==> src/rtl/la_pkg.sv <==
package la_pkg;

    localparam int LA_ATOM_W   = 8;
    localparam int LA_EXP_W    = 11;
    localparam int LA_BW_W     = 13;
    localparam int LA_BW_LIMIT = 4096;
    localparam int LA_TICK_NS  = 30;
    localparam int LA_NARROW_B = 16;
    localparam int LA_WIDE_B   = 32;
    localparam int LA_OUT_W    = 8;

    // width holding the largest numerator depth*bytes*1000
    function automatic int num_width(input int atom_w, input int wide_b);
        longint mx;
        mx = (longint'(1) << atom_w) - 1;
        mx = mx * wide_b * 1000;
        return $clog2(mx + 1);
    endfunction

    // width holding the largest legal divisor bw*tick
    function automatic int den_width(input int bw_limit, input int tick_ns);
        return $clog2(longint'(bw_limit - 1) * tick_ns + 1);
    endfunction

    typedef enum logic [0:0] {
        ST_IDLE = 1'b0,
        ST_DIV  = 1'b1
    } la_state_e;

endpackage

==> src/rtl/la_divider.sv <==
module la_divider #(
    parameter int NUM_W = 23,
    parameter int DEN_W = 17
) (
    input  logic             clk,
    input  logic             rst,
    input  logic             go,
    input  logic [NUM_W-1:0] numer,
    input  logic [DEN_W-1:0] denom,
    output logic             fin,
    output logic [NUM_W-1:0] quot
);
    localparam int CNT_W = $clog2(NUM_W + 1);
    localparam logic [CNT_W-1:0] LAST = CNT_W'(NUM_W - 1);

    logic [DEN_W-1:0] rem_q;
    logic [NUM_W-1:0] shf_q;
    logic [DEN_W-1:0] den_q;
    logic [CNT_W-1:0] cnt_q;
    logic             run_q;

    logic [DEN_W:0]   trial;
    logic [DEN_W+1:0] diff;

    always_comb begin
        trial = {rem_q, shf_q[NUM_W-1]};
        diff  = {1'b0, trial} - {2'b00, den_q};
    end

    always_ff @(posedge clk) begin
        if (rst) begin
            rem_q <= '0;
            shf_q <= '0;
            den_q <= '0;
            cnt_q <= '0;
            run_q <= 1'b0;
            fin   <= 1'b0;
        end else begin
            fin <= 1'b0;
            if (go && !run_q) begin
                rem_q <= '0;
                shf_q <= numer;
                den_q <= denom;
                cnt_q <= '0;
                run_q <= 1'b1;
            end else if (run_q) begin
                if (!diff[DEN_W+1]) begin
                    rem_q <= diff[DEN_W-1:0];
                    shf_q <= {shf_q[NUM_W-2:0], 1'b1};
                end else begin
                    rem_q <= trial[DEN_W-1:0];
                    shf_q <= {shf_q[NUM_W-2:0], 1'b0};
                end
                cnt_q <= cnt_q + 1'b1;
                if (cnt_q == LAST) begin
                    run_q <= 1'b0;
                    fin   <= 1'b1;
                end
            end
        end
    end

    assign quot = shf_q;

endmodule

==> src/rtl/la_sat.sv <==
module la_sat #(
    parameter int RAW_W = 25,
    parameter int OUT_W = 8
) (
    input  logic signed [RAW_W-1:0] raw,
    output logic        [OUT_W-1:0] sat
);
    localparam logic signed [RAW_W-1:0] TOP = RAW_W'((1 << OUT_W) - 1);

    always_comb begin
        if (raw[RAW_W-1])
            sat = '0;
        else if (raw > TOP)
            sat = '1;
        else
            sat = raw[OUT_W-1:0];
    end

endmodule

==> src/rtl/la_calc_top.sv <==
module la_calc_top
    import la_pkg::*;
#(
    parameter int ATOM_W   = LA_ATOM_W,
    parameter int EXP_W    = LA_EXP_W,
    parameter int BW_W     = LA_BW_W,
    parameter int BW_LIMIT = LA_BW_LIMIT,
    parameter int TICK_NS  = LA_TICK_NS,
    parameter int NARROW_B = LA_NARROW_B,
    parameter int WIDE_B   = LA_WIDE_B,
    parameter int OUT_W    = LA_OUT_W,
    localparam int NUM_W   = num_width(ATOM_W, WIDE_B),
    localparam int DEN_W   = den_width(BW_LIMIT, TICK_NS),
    localparam int RAW_W   = NUM_W + 2
) (
    input  logic                    clk,
    input  logic                    rst,
    input  logic                    start,
    input  logic [ATOM_W-1:0]       fifo_atoms,
    input  logic [EXP_W-1:0]        expiry_ns,
    input  logic                    wide_atom,
    input  logic [BW_W-1:0]         bw_mbps,
    output logic                    busy,
    output logic                    done,
    output logic                    err,
    output logic signed [RAW_W-1:0] la_raw,
    output logic [OUT_W-1:0]        la_val
);
    la_state_e state_q;

    logic             req_ok;
    logic             accept;
    logic [63:0]      numer_w;
    logic [63:0]      denom_w;
    logic [EXP_W-1:0] exp_tk_w;
    logic [EXP_W-1:0] exp_tk_q;
    logic             div_fin;
    logic [NUM_W-1:0] quot;

    logic signed [RAW_W-1:0] raw_w;
    logic [OUT_W-1:0]        sat_w;

    always_comb begin
        req_ok   = (bw_mbps != '0) && (64'(bw_mbps) < 64'(BW_LIMIT));
        accept   = start && (state_q == ST_IDLE);
        numer_w  = 64'(fifo_atoms) * 64'(wide_atom ? WIDE_B : NARROW_B) * 64'd1000;
        denom_w  = 64'(bw_mbps) * 64'(TICK_NS);
        exp_tk_w = EXP_W'(expiry_ns / EXP_W'(TICK_NS));
        raw_w    = $signed({2'b00, quot}) - $signed(RAW_W'(exp_tk_q)) - RAW_W'(1);
    end

    la_divider #(.NUM_W(NUM_W), .DEN_W(DEN_W)) u_div (
        .clk   (clk),
        .rst   (rst),
        .go    (accept && req_ok),
        .numer (numer_w[NUM_W-1:0]),
        .denom (denom_w[DEN_W-1:0]),
        .fin   (div_fin),
        .quot  (quot)
    );

    la_sat #(.RAW_W(RAW_W), .OUT_W(OUT_W)) u_sat (
        .raw (raw_w),
        .sat (sat_w)
    );

    always_ff @(posedge clk) begin
        if (rst) begin
            state_q  <= ST_IDLE;
            exp_tk_q <= '0;
            done     <= 1'b0;
            err      <= 1'b0;
            la_raw   <= '0;
            la_val   <= '0;
        end else begin
            done <= 1'b0;
            err  <= 1'b0;
            case (state_q)
                ST_IDLE: begin
                    if (accept) begin
                        if (req_ok) begin
                            exp_tk_q <= exp_tk_w;
                            state_q  <= ST_DIV;
                        end else begin
                            done <= 1'b1;
                            err  <= 1'b1;
                        end
                    end
                end
                ST_DIV: begin
                    if (div_fin) begin
                        la_raw  <= raw_w;
                        la_val  <= sat_w;
                        done    <= 1'b1;
                        state_q <= ST_IDLE;
                    end
                end
                default: state_q <= ST_IDLE;
            endcase
        end
    end

    assign busy = (state_q == ST_DIV);

endmodule

==> config.mk <==
export PLATFORM = sky130hd
export DESIGN_NAME = la_calc_top
export DESIGN_NICKNAME = d
export VERILOG_FILES = /design/src/rtl/la_pkg.sv /design/src/rtl/la_divider.sv /design/src/rtl/la_sat.sv /design/src/rtl/la_calc_top.sv
export SDC_FILE = /design/constraint.sdc
export NUM_CORES = 1
export LEC_CHECK = 0
export ABC_AREA = 1
export BUFFER_PORTS_ARGS = -buffer_cell sky130_fd_sc_hd__buf_2
export CAP_MARGIN = 25
export CELL_PAD_IN_SITES_DETAIL_PLACEMENT = 1
export CELL_PAD_IN_SITES_GLOBAL_PLACEMENT = 1
export CORE_MARGIN = 5
export CORE_UTILIZATION = 30
export CTS_CLUSTER_SIZE = 8
export DETAILED_ROUTE_END_ITERATION = 12
export PLACE_DENSITY_LB_ADDON = 0.1
export SLEW_MARGIN = 10
export SYNTH_ARGS = -nofsm -noshare
export SYNTH_HDL_FRONTEND = slang
export SYNTH_SLANG_ARGS = --single-unit
==> constraint.sdc <==
create_clock -name clk -period 10.9 [get_ports clk]
set_input_delay 0.545 -clock clk [delete_from_list [all_inputs] [get_ports clk]]
set_output_delay 0.545 -clock clk [all_outputs]
set_load 0.005 [all_outputs]
==> run metrics <==
cell count after synthesis=1370; Tcrit/Tclk final=roughly 54%; slew margin rel.=between 30% and 40%; yosys warns=0; HPWL after DPL=~21000 um; post-CTS sizing=0; worst skew pair latency=0.36 ns; vias in the first global route=around 9000; non-filler instance count after layout=about 1900; die height=191 um; Setup Skew=0.0152 ns; Slew @ Worst Pin=0.945 ns; CP Data Required Time=11.19 ns; synth unique cells=52; RSZ-0062 raised after global routing=no; Ports=slightly above 70; Final Slew Violations=0; most common cell after layout, fill and taps aside=nand2_1; CP arrival=6.23 ns; top-area cell type share of the netlist area=about 21%; Die Area=roughly 37000 um^2; Setup TNS=0 ns; Crit Path Max Fanout=11; CTS root buf=clkbuf_16; DRT Pass-1 Iters=4; final worst path period need=between 5 and 6 ns; Starting Density=between 30% and 40%; number of synthesized register bits=between 100 and 150; Initial DRC Count=approximately 280; max cap viols=0; grt peak-use layer=met2; Synth Cell Area=just under 10000 um^2; postcts setup bufs=0; Post-DRT Antenna Nets=0; asr flop ratio synth=0%; initial antenna violation count=0; via count=approximately 8600; largest net degree at the start of global routing=45; Final Util=between 30% and 40%; Die Wd=between 150 and 200 um; EDFF count, synth=0; Worst Setup End Kind=flip-flop; most frequent cells in the layout=nand2_1, inv_1, nor2_1, dfxtp_1, ha_1; cell row count=66; CP startpoint kind=primary input; wire length per cell=approximately 14 um; synth top area cells=dfxtp_1, ha_1, fa_1; met2 usage=about a quarter; Synth Flop Type=dfxtp_1; M3 GR Usage=1.19%; CTS clk-pin slew, worst paths=~0.08 ns; leading area contributor after synthesis=dfxtp_1; final hold viol count=0; Hold Buf Count CTS=0; Peak VDD IR=around 0.14 mV; fraction of the yosys area taken by sequential cells=a little over a fifth; Num CTS Buffers=9; Post-Syn Area per Cell=7.21 um^2; final setup violation count=0; Total Routing Usage GR=approximately 15%; Static Leak=5.47 nW; Residual DRC=0; ANT cells=0; Cell Count Post-Placement=1866; vias per inst=approximately 4.6; share of cells above drive strength 1=11.2%; TritonCTS clock tree=built; f_max=168 MHz; status=completed; register-to-register setup slack=between 6 and 7 ns; core box area=around 33000 um^2; area grow syn2layout=12.0%; grt ovf=0; Power Dens Cells=267 nW/um^2; gp weighted congestion=around 0.8; HP Class=reg2reg; GRT met1 Usage=between 10% and 20%; Clock Sinks=about 110; CTS H-tree depth=3; Max Buffers Root-to-Sink=2; IO buf count=70; final WL=around 26000 um; fin nets=about 1600; first-pass GRT wire length=between 40000 and 50000 um; Setup CP Type=in2reg
-- power breakdown --
part | leakage (nW) | internal (W) | total, W | switching [W]
Clock | 0.151 | 0.000187 | 0.000352 | 0.000165
Sequential | 0.860 | 0.000422 | 0.000453 | 0.0000306
Combinational | 4.46 | 0.000812 | 0.00215 | 0.00134
-- worst paths after layout --
check,to,from,cells past startpoint
setup / recovery,u_div.quot[22]$_SDFFE_PP0P_,wide_atom,28
hold / removal,la_val[3]$_SDFFE_PP0P_,la_val[3]$_SDFFE_PP0P_,2
setup reg to reg,u_div.den_q[15]$_SDFFE_PP0P_,busy$_SDFF_PP0_,9
hold reg to reg,la_val[3]$_SDFFE_PP0P_,la_val[3]$_SDFFE_PP0P_,2
-- cell families after synthesis --
group,share of synthesized area (%)
adder cells (fa/ha/maj),24.7
other,0.0380
flip-flops,21.5
XOR/XNOR,5.16
AND/OR/NAND/NOR,23.7
buffers and inverters,10.3
AO/OA/AOI/OAI,14.5
-- area by class of cell --
class	instances	area [um^2]
well taps	442	553
repair buffers	77	403
flip-flops and latches	106	2120
inverters	243	912
clock inverters	6	71.3
multi-input cells	998	6750
fillers	4139	21500
clock buffers	10	239
-- stage by stage --
stage	instance area (um^2)	hold WS, ns	setup slack [ns]	power (W)
floorplan	9900	0.435	5.02	0.00215
global placement	10700	0.452	4.54	0.00262
detailed placement	10700	0.457	4.51	0.00265
CTS	11100	0.468	4.84	0.00303
global route	11100	0.487	4.41	0.00338
finish	11100	0.465	4.96	0.00295
-- synthesized netlist by cell type (all sizes together), types with 6 or more instances --
cell type	count
inv	238
o21ai	81
xnor2	15
fa	57
nor3	15
xor2	38
nand3	58
ha	104
dfxtp	106
o22ai	10
o21bai	10
nand4	14
or2	6
nor2	122
nand2	295
a31oi	14
o211ai	22
nand3b	7
a21oi	99
clkbuf	27
-- layer usage --
layer	part of all wire, %	up-vias	wire, um
met5	0	-	0
met4	0.95	0	246
met3	1.6	13	407
met2	48	61	12500
met1	49	4024	12700
li1	-	4509	-
-- flip-flops by register name, summed over array words and instances (netlist names) --
register and cells:
la_raw 25, u_div.run_q 1, u_div.cnt_q 5, u_div.rem_q 17, done 1, u_div.den_q 16
err 1, exp_tk_q 7, u_div.fin 1, u_div.quot 23, busy 1, la_val 8
-- critical path, stage by stage --
cell	delay, ns
buf_2	0.18
inv_1	0.13
nand2_1	0.07
o21ai_0	0.08
ha_1	0.31
ha_1	0.30
ha_1	0.35
xor2_1	0.43
inv_1	0.25
ha_1	0.33
inv_1	0.05
fa_1	0.53
inv_1	0.05
fa_1	0.53
fa_1	0.42
ha_1	0.34
nand2_1	0.06
o21ai_0	0.31
nand3_1	0.11
nand2_1	0.10
nand2_1	0.05
inv_1	0.07
nor2_1	0.04
nor2_1	0.08
nor2_1	0.05
xnor2_1	0.21
a22oi_1	0.10
a21oi_1	0.16
Note: power is estimated with default switching activity, not from simulation.
